### src/rtl/epc_pkg.sv
package epc_pkg;

  // Field positions in the ECC status byte
  localparam int STAT_FAIL_POS = 7;
  localparam int STAT_CNT_W    = 6;

  typedef enum logic [1:0] {
    ST_IDLE  = 2'd0,
    ST_DATA  = 2'd1,
    ST_SPARE = 2'd2
  } scan_state_e;

  typedef struct packed {
    logic                  uncorrectable;
    logic [STAT_CNT_W-1:0] corrected;
  } ecc_stat_t;

  function automatic ecc_stat_t decode_status(input logic [7:0] b);
    ecc_stat_t s;
    s.uncorrectable = b[STAT_FAIL_POS];
    s.corrected     = b[STAT_CNT_W-1:0];
    return s;
  endfunction

  // Erased-page limit: half the correction strength
  function automatic int flip_threshold(input int strength);
    return strength / 2;
  endfunction

  // Width that holds the corrected count and the worst frozen total
  function automatic int count_width(input int thresh, input int word_w);
    int need;
    need = $clog2(thresh + word_w + 1);
    return (need > STAT_CNT_W) ? need : STAT_CNT_W;
  endfunction

endpackage

### src/rtl/epc_scan_ctrl.sv
module epc_scan_ctrl
  import epc_pkg::*;
#(
  parameter int DATA_WORDS  = 512,
  parameter int SPARE_WORDS = 16
) (
  input  logic clk,
  input  logic rst_n,
  input  logic start,
  input  logic word_valid,
  output logic status_ready,
  output logic word_ready,
  output logic word_fire,
  output logic last_word,
  output logic area_switch
);

  localparam int MAXW = (DATA_WORDS > SPARE_WORDS) ? DATA_WORDS : SPARE_WORDS;
  localparam int IW   = (MAXW > 1) ? $clog2(MAXW) : 1;

  scan_state_e   state_q, state_d;
  logic [IW-1:0] idx_q, idx_d;
  logic          data_last, spare_last;

  assign status_ready = (state_q == ST_IDLE);
  assign word_ready   = (state_q != ST_IDLE);
  assign word_fire    = word_valid && word_ready;
  assign data_last    = (state_q == ST_DATA)  && (int'(idx_q) == DATA_WORDS - 1);
  assign spare_last   = (state_q == ST_SPARE) && (int'(idx_q) == SPARE_WORDS - 1);
  assign last_word    = word_fire && spare_last;
  assign area_switch  = word_fire && data_last;

  always_comb begin
    state_d = state_q;
    idx_d   = idx_q;
    case (state_q)
      ST_IDLE: if (start) begin
        state_d = ST_DATA;
        idx_d   = '0;
      end
      ST_DATA: if (word_fire) begin
        if (data_last) begin
          state_d = ST_SPARE;
          idx_d   = '0;
        end else begin
          idx_d = idx_q + IW'(1);
        end
      end
      ST_SPARE: if (word_fire) begin
        if (spare_last) begin
          state_d = ST_IDLE;
          idx_d   = '0;
        end else begin
          idx_d = idx_q + IW'(1);
        end
      end
      default: begin
        state_d = ST_IDLE;
        idx_d   = '0;
      end
    endcase
  end

  always_ff @(posedge clk) begin
    if (!rst_n) begin
      state_q <= ST_IDLE;
      idx_q   <= '0;
    end else begin
      state_q <= state_d;
      idx_q   <= idx_d;
    end
  end


  idx_bound_chk: assert property (@(posedge clk) disable iff (!rst_n)
    (state_q == ST_DATA) |-> (int'(idx_q) < DATA_WORDS));


  busy_hold_chk: assert property (@(posedge clk) disable iff (!rst_n)
    word_ready && !last_word |=> word_ready);


  idle_stays_chk: assert property (@(posedge clk) disable iff (!rst_n)
    status_ready && !start |=> status_ready && !word_ready);

endmodule

### config.mk
export PLATFORM = sky130hd
export DESIGN_NAME = epc_scan_ctrl
export DESIGN_NICKNAME = d
export VERILOG_FILES = /design/src/rtl/epc_pkg.sv /design/src/rtl/epc_scan_ctrl.sv
export SDC_FILE = /design/constraint.sdc
export NUM_CORES = 1
export LEC_CHECK = 0
export BUFFER_PORTS_ARGS = -buffer_cell sky130_fd_sc_hd__buf_2
export CORE_AREA = 2 2 39 41
export CTS_BUF_LIST = sky130_fd_sc_hd__clkbuf_4 sky130_fd_sc_hd__clkbuf_8
export DETAILED_ROUTE_END_ITERATION = 10
export DIE_AREA = 0 0 41 43
export PLACE_DENSITY = 0.76
export SLEW_MARGIN = 20
export SYNTH_ARGS = -nofsm -noshare
export SYNTH_HDL_FRONTEND = slang
export SYNTH_SLANG_ARGS = --single-unit
### constraint.sdc
create_clock -name clk -period 1.5 [get_ports clk]
set_input_delay 0.225 -clock clk [delete_from_list [all_inputs] [get_ports clk]]
set_output_delay 0.225 -clock clk [all_outputs]
set_load 0.1 [all_outputs]
======== Yosys cells after proc, flatten, opt, wreduce, memory -nomap -nowiden ========
Cells that the tools add are included.
storage, ports and cells
  output and inout port bits .............. 5
  input bits .............................. 4
  memories kept ........................... 0
  flip-flop bits (word level) ............. 11
  logic and storage cells ................. 33
  bits in latches ......................... 0
  ROM bits ................................ 0
  memory bits (writable) .................. 0
operators by class
  bitwise gates (word level) .............. 0
  muxes and demuxes ....................... 12
  div/mod/pow operators ................... 0
  $mul .................................... 0
  eq/ne operators ......................... 9
  $add $sub $neg .......................... 1
  reductions and logical operators ........ 9
  magnitude comparators ................... 0
  shift operators ......................... 0
operators by type and width
  cell                                                              count
  9-bit two-way mux                                                 5
  9-bit case mux with 3 select lines                                1
  2-bit two-way mux                                                 5
  2-bit != test (second input constant)                             5
  9-bit by 1-bit adder with 9-bit output (second input constant)    1
  9-bit by 1-bit == test with 1-bit output (second input constant)  1
  9-bit by 5-bit == test with 1-bit output (second input constant)  1
  2-bit case mux with 3 select lines                                1
  1-bit logical AND                                                 5
  5-bit AND reduction                                               1
  3-bit AND reduction                                               1
  2-bit by 1-bit == test with 1-bit output (second input constant)  1
  2-bit == test (second input constant)                             1
  2-bit zero test                                                   1
  2-bit nonzero test                                                1

======== Depth between registers and ports, before layout ========
  word-level depth ........................ 5
  depth in mapped cells ................... 8
  depth with buffers taken out ............ 8

======== Worst setup path before layout ========
No wires, ideal clock.
  path type ............................... register to output
  start ................................... reg state_q[0]
  end ..................................... out last_word
  stages on the path, launching flop included .. 6
  required time ........................... 1.275 ns
  setup slack ............................. -1.812 ns
  arrival ................................. 3.087 ns
  cells stage by stage .................... dfxtp_1 -> inv_1 -> ha_1 -> nor2b_4 -> nand2_1 -> nor2_1
on the way
  cells in the longest elaborated chain, start to end .. 3
  elaborated cells on any way between the ends .. 5
RTL lines
  what                      line                 text
  start: declaration        epc_scan_ctrl.sv:21  scan_state_e state_q, state_d;
  start signal: assignment  epc_scan_ctrl.sv:69  state_q <= state_d;
  2-bit nonzero test        epc_scan_ctrl.sv:26  assign word_ready = (state_q != ST_IDLE);
  1-bit logical AND         epc_scan_ctrl.sv:27  assign word_fire = word_valid && word_ready;
  named net word_fire       epc_scan_ctrl.sv:13  output logic word_fire,
  1-bit logical AND         epc_scan_ctrl.sv:30  assign last_word = word_fire && spare_last;
  end: declaration          epc_scan_ctrl.sv:14  output logic last_word,
The timed path passes the listed nets, and every way through them passes these cells.

======== Worst setup path in the final report ========
  start ................................... reg idx_q[4]
  end ..................................... out last_word
on the way
  cells in the longest elaborated chain, start to end .. 3
RTL lines
  what                                      line                 text
  start: declaration                        epc_scan_ctrl.sv:22  logic [IW-1:0] idx_q, idx_d;
  start signal: assignment                  epc_scan_ctrl.sv:70  idx_q <= idx_d;
  9-bit by 5-bit == test with 1-bit output  epc_scan_ctrl.sv:29  assign spare_last = (state_q == ST_SPARE) && (int'(idx_q) == SPARE_WORDS - 1);
  1-bit logical AND                         epc_scan_ctrl.sv:29
  1-bit logical AND                         epc_scan_ctrl.sv:30
No other way between the ends.

==> results.txt <==
Data arrival, critical path = 1500 ps
FF+latch count, synth = 11
Worst setup margin = -227.3 ps
Final #Nets = 119
Final Hold Vio Count = 0
CORE AREA = 1384 um^2
NetSw = 0.8341 mW
Most frequent cell after synthesis = dfxtp_1
FF+latch area = 227.7 um^2
Syn_area_per_cell = 8.925 um^2
Die height = 43 um
Filler cells = 77
MaxCap Viol Count = 0
Initial DRC count = 17
Vias in the first global route = 605
Worst-margin pin slew = 372.4 ps
CP cell instances = buf_4, nor4b_2, nand2_2, nor2_4, buf_12
Layout cell share with drive strength beyond 1 = 55.96%
Fmax = 579.0 MHz
Rows = 14
P&R area growth vs syn = 64.30%
Setup CP Type = reg2out
Post-synth EDFFs = 0
Io pins = 9
Starting Density = 48.37%
CTS tree = done
# port buffers = 8
Crit end category = primary output
Final Core Density = 79.48%
CTS max path bufs = 2
Final worst-path cycle share = 115.2%
DR WL/cell = 13.30 um
First-pass GRT wire length = 2.525 mm
DIE AREA = 1763 um^2
GP Congestion = 0.6955
Residual DRC count = 0
Worst vdd ir = 1.152 mV
Worst path bufs/invs = 2
Area of the multi-input gates = 491.7 um^2
Worst min-delay path class = in2reg
Clock skew = 8.941 ps
Deepest level of the CTS H-tree = 1
WP data required = 1270 ps
CP top delay family = simple AND/OR/NAND/NOR gates
Slowest-stage cell, CP = nor4b_2
Via density = 5.632
Asr flop ratio synth = 0%
Combinational Power Share = 68.9%
Cell-internal power = 1.086 mW
Min Hold Slack = 287.8 ps
Initial antenna violation count = 0
Final min period = 1727 ps
Clk Latency, worst-skew pair = 270 ps
Pwr Density = 1746 nW/um^2
Cells after Synth = 75
Top_reg_cell synth = dfxtp_1
Pin count of the biggest net entering global routing = 12
Clock root buffer = clkbuf_4
Gr usage total = 21.21%
Critical path's largest stage delay = 330 ps
Clk sinks = 11
Relative slew slack = 75.12%
Mapped Area = 669.4 um^2
Post-DP HPWL = 1.190 mm
Drt total wl = 1.662 mm
Fin. max-slew vios = 0
Pleak = 0.4344 nW
Failing checks = setup timing
Area contributors post-synth = dfxtp_1 (33%), ha_1 (9.3%), mux2i_1 (6.0%)
Final setup fails = 13
Synth cell types = 26
Max Fanout on Critical Path = 5
Status = complete, but fails checks
DR vias = 704
Pre-antenna DRT Iters = 4
Clock share of power = 11.4%
Cell taking the most area after synthesis = dfxtp_1
Seq/Total Area, Yosys = 32.90%
Synth Net Count = 84
# diodes = 0
Post-route ant nets = 0
CTS Buf Count = 3
Reg power frac = 19.6%
Most frequent cells after synthesis = dfxtp_1 (11), nand2_1 (9), a21oi_1 (7), ha_1 (5), nor2_1 (5)
DIE WIDTH = 41 um
Grt ovf = 0
Ys Warns = 0
Share of the synthesized area in the top cell type = 32.90%
Worst-path clk slew = 70 ps
Sw Share = 43.44%
Hold-fix buffers, CTS = 0
RSZ-0062 raised after global routing = yes
CP Launch Type = flop
worst min-delay path, delay by kind of cell:
| family | cells | cell delay, ps |
|---|---|---|
| mux | 1 | 60 |
| simple gates | 1 | 80 |
| buf+inv | 1 | 140 |
routing by layer:
layer	share of wire, %	global-route usage [%]
met2	52	35.63
met3	5.5	4.712
met5	0	0
met4	1.4	8.000
met1	40	24.59
logic make-up (layout without fill, tap and decap cells):
kind of cell / Yosys count / in the layout / synth area share, %
muxes: 4 / 4 / 5.982
AOI/OAI and AO/OA: 16 / 16 / 18.32
and+or+nand+nor: 33 / 33 / 28.79
xor gates and xnor gates: 1 / 1 / 1.309
adders and majority gates: 5 / 5 / 9.346
DFF: 11 / 11 / 32.90
buffers and inverters: 5 / 39 / 3.364
through the flow:
step	TNS, ps	total power, mW	instances	instance area, um^2	setup WS (ps)
2_1_floorplan	-5783	1.098	75	699.4	-615.9
3_3_place_gp	-945.4	1.495	115	963.4	-105.0
3_5_place_dp	-2312	1.529	115	963.4	-236.9
4_1_cts	-1934	1.842	121	1056	-246.4
5_1_grt	-2737	2.017	125	1100	-284.7
6_report	-1615	1.920	125	1100	-227.3
path summary, 6_finish.rpt:
path         slack (ps)       start  cells past startpoint          to
max reg2reg        -150    idx_q[4]                      6  state_q[1]
min reg2reg         500  state_q[1]                      2  state_q[1]
max                -230    idx_q[4]                      5   last_word
min                 290       rst_n                      3  state_q[1]
power groups by stage:
stage,Clock [mW],Combinational (mW),Sequential [mW]
after detailed placement,0,1.16,0.367
final,0.219,1.32,0.377
after CTS,0.225,1.24,0.373
after global placement,0,1.13,0.362
after global routing,0.237,1.40,0.381
after floorplan,0,0.733,0.365
what timing repair did:
action                     4_1_cts  5_1_grt
setup buffers                    1        4
setup endpoints to repair       14       15
pin swaps                        5        6
cloned                           1        0
resized for setup               15        5
flip-flops by register name (all words and copies together) (netlist names):
name / count
idx_q: 9
state_q: 2
area by class of cell:
type / instances / share of cell area, %
inverters: 4 / 1.365
flip-flops and latches: 11 / 20.71
repair buffers: 31 / 28.67
well taps: 16 / 1.820
multi-input cells: 59 / 44.71
clock buffers: 4 / 2.730
layout by cell type, fill, tap and decap left out, types with 4 or more instances in the layout:
cell,instances
clkbuf_4,4
buf_6,4
buf_4,18
mux2i_1,4
buf_12,6
dfxtp_2,6
dfxtp_1,5
nand2_1,7
a21oi_1,7
No activity file was read; power rests on OpenSTA's default activity.
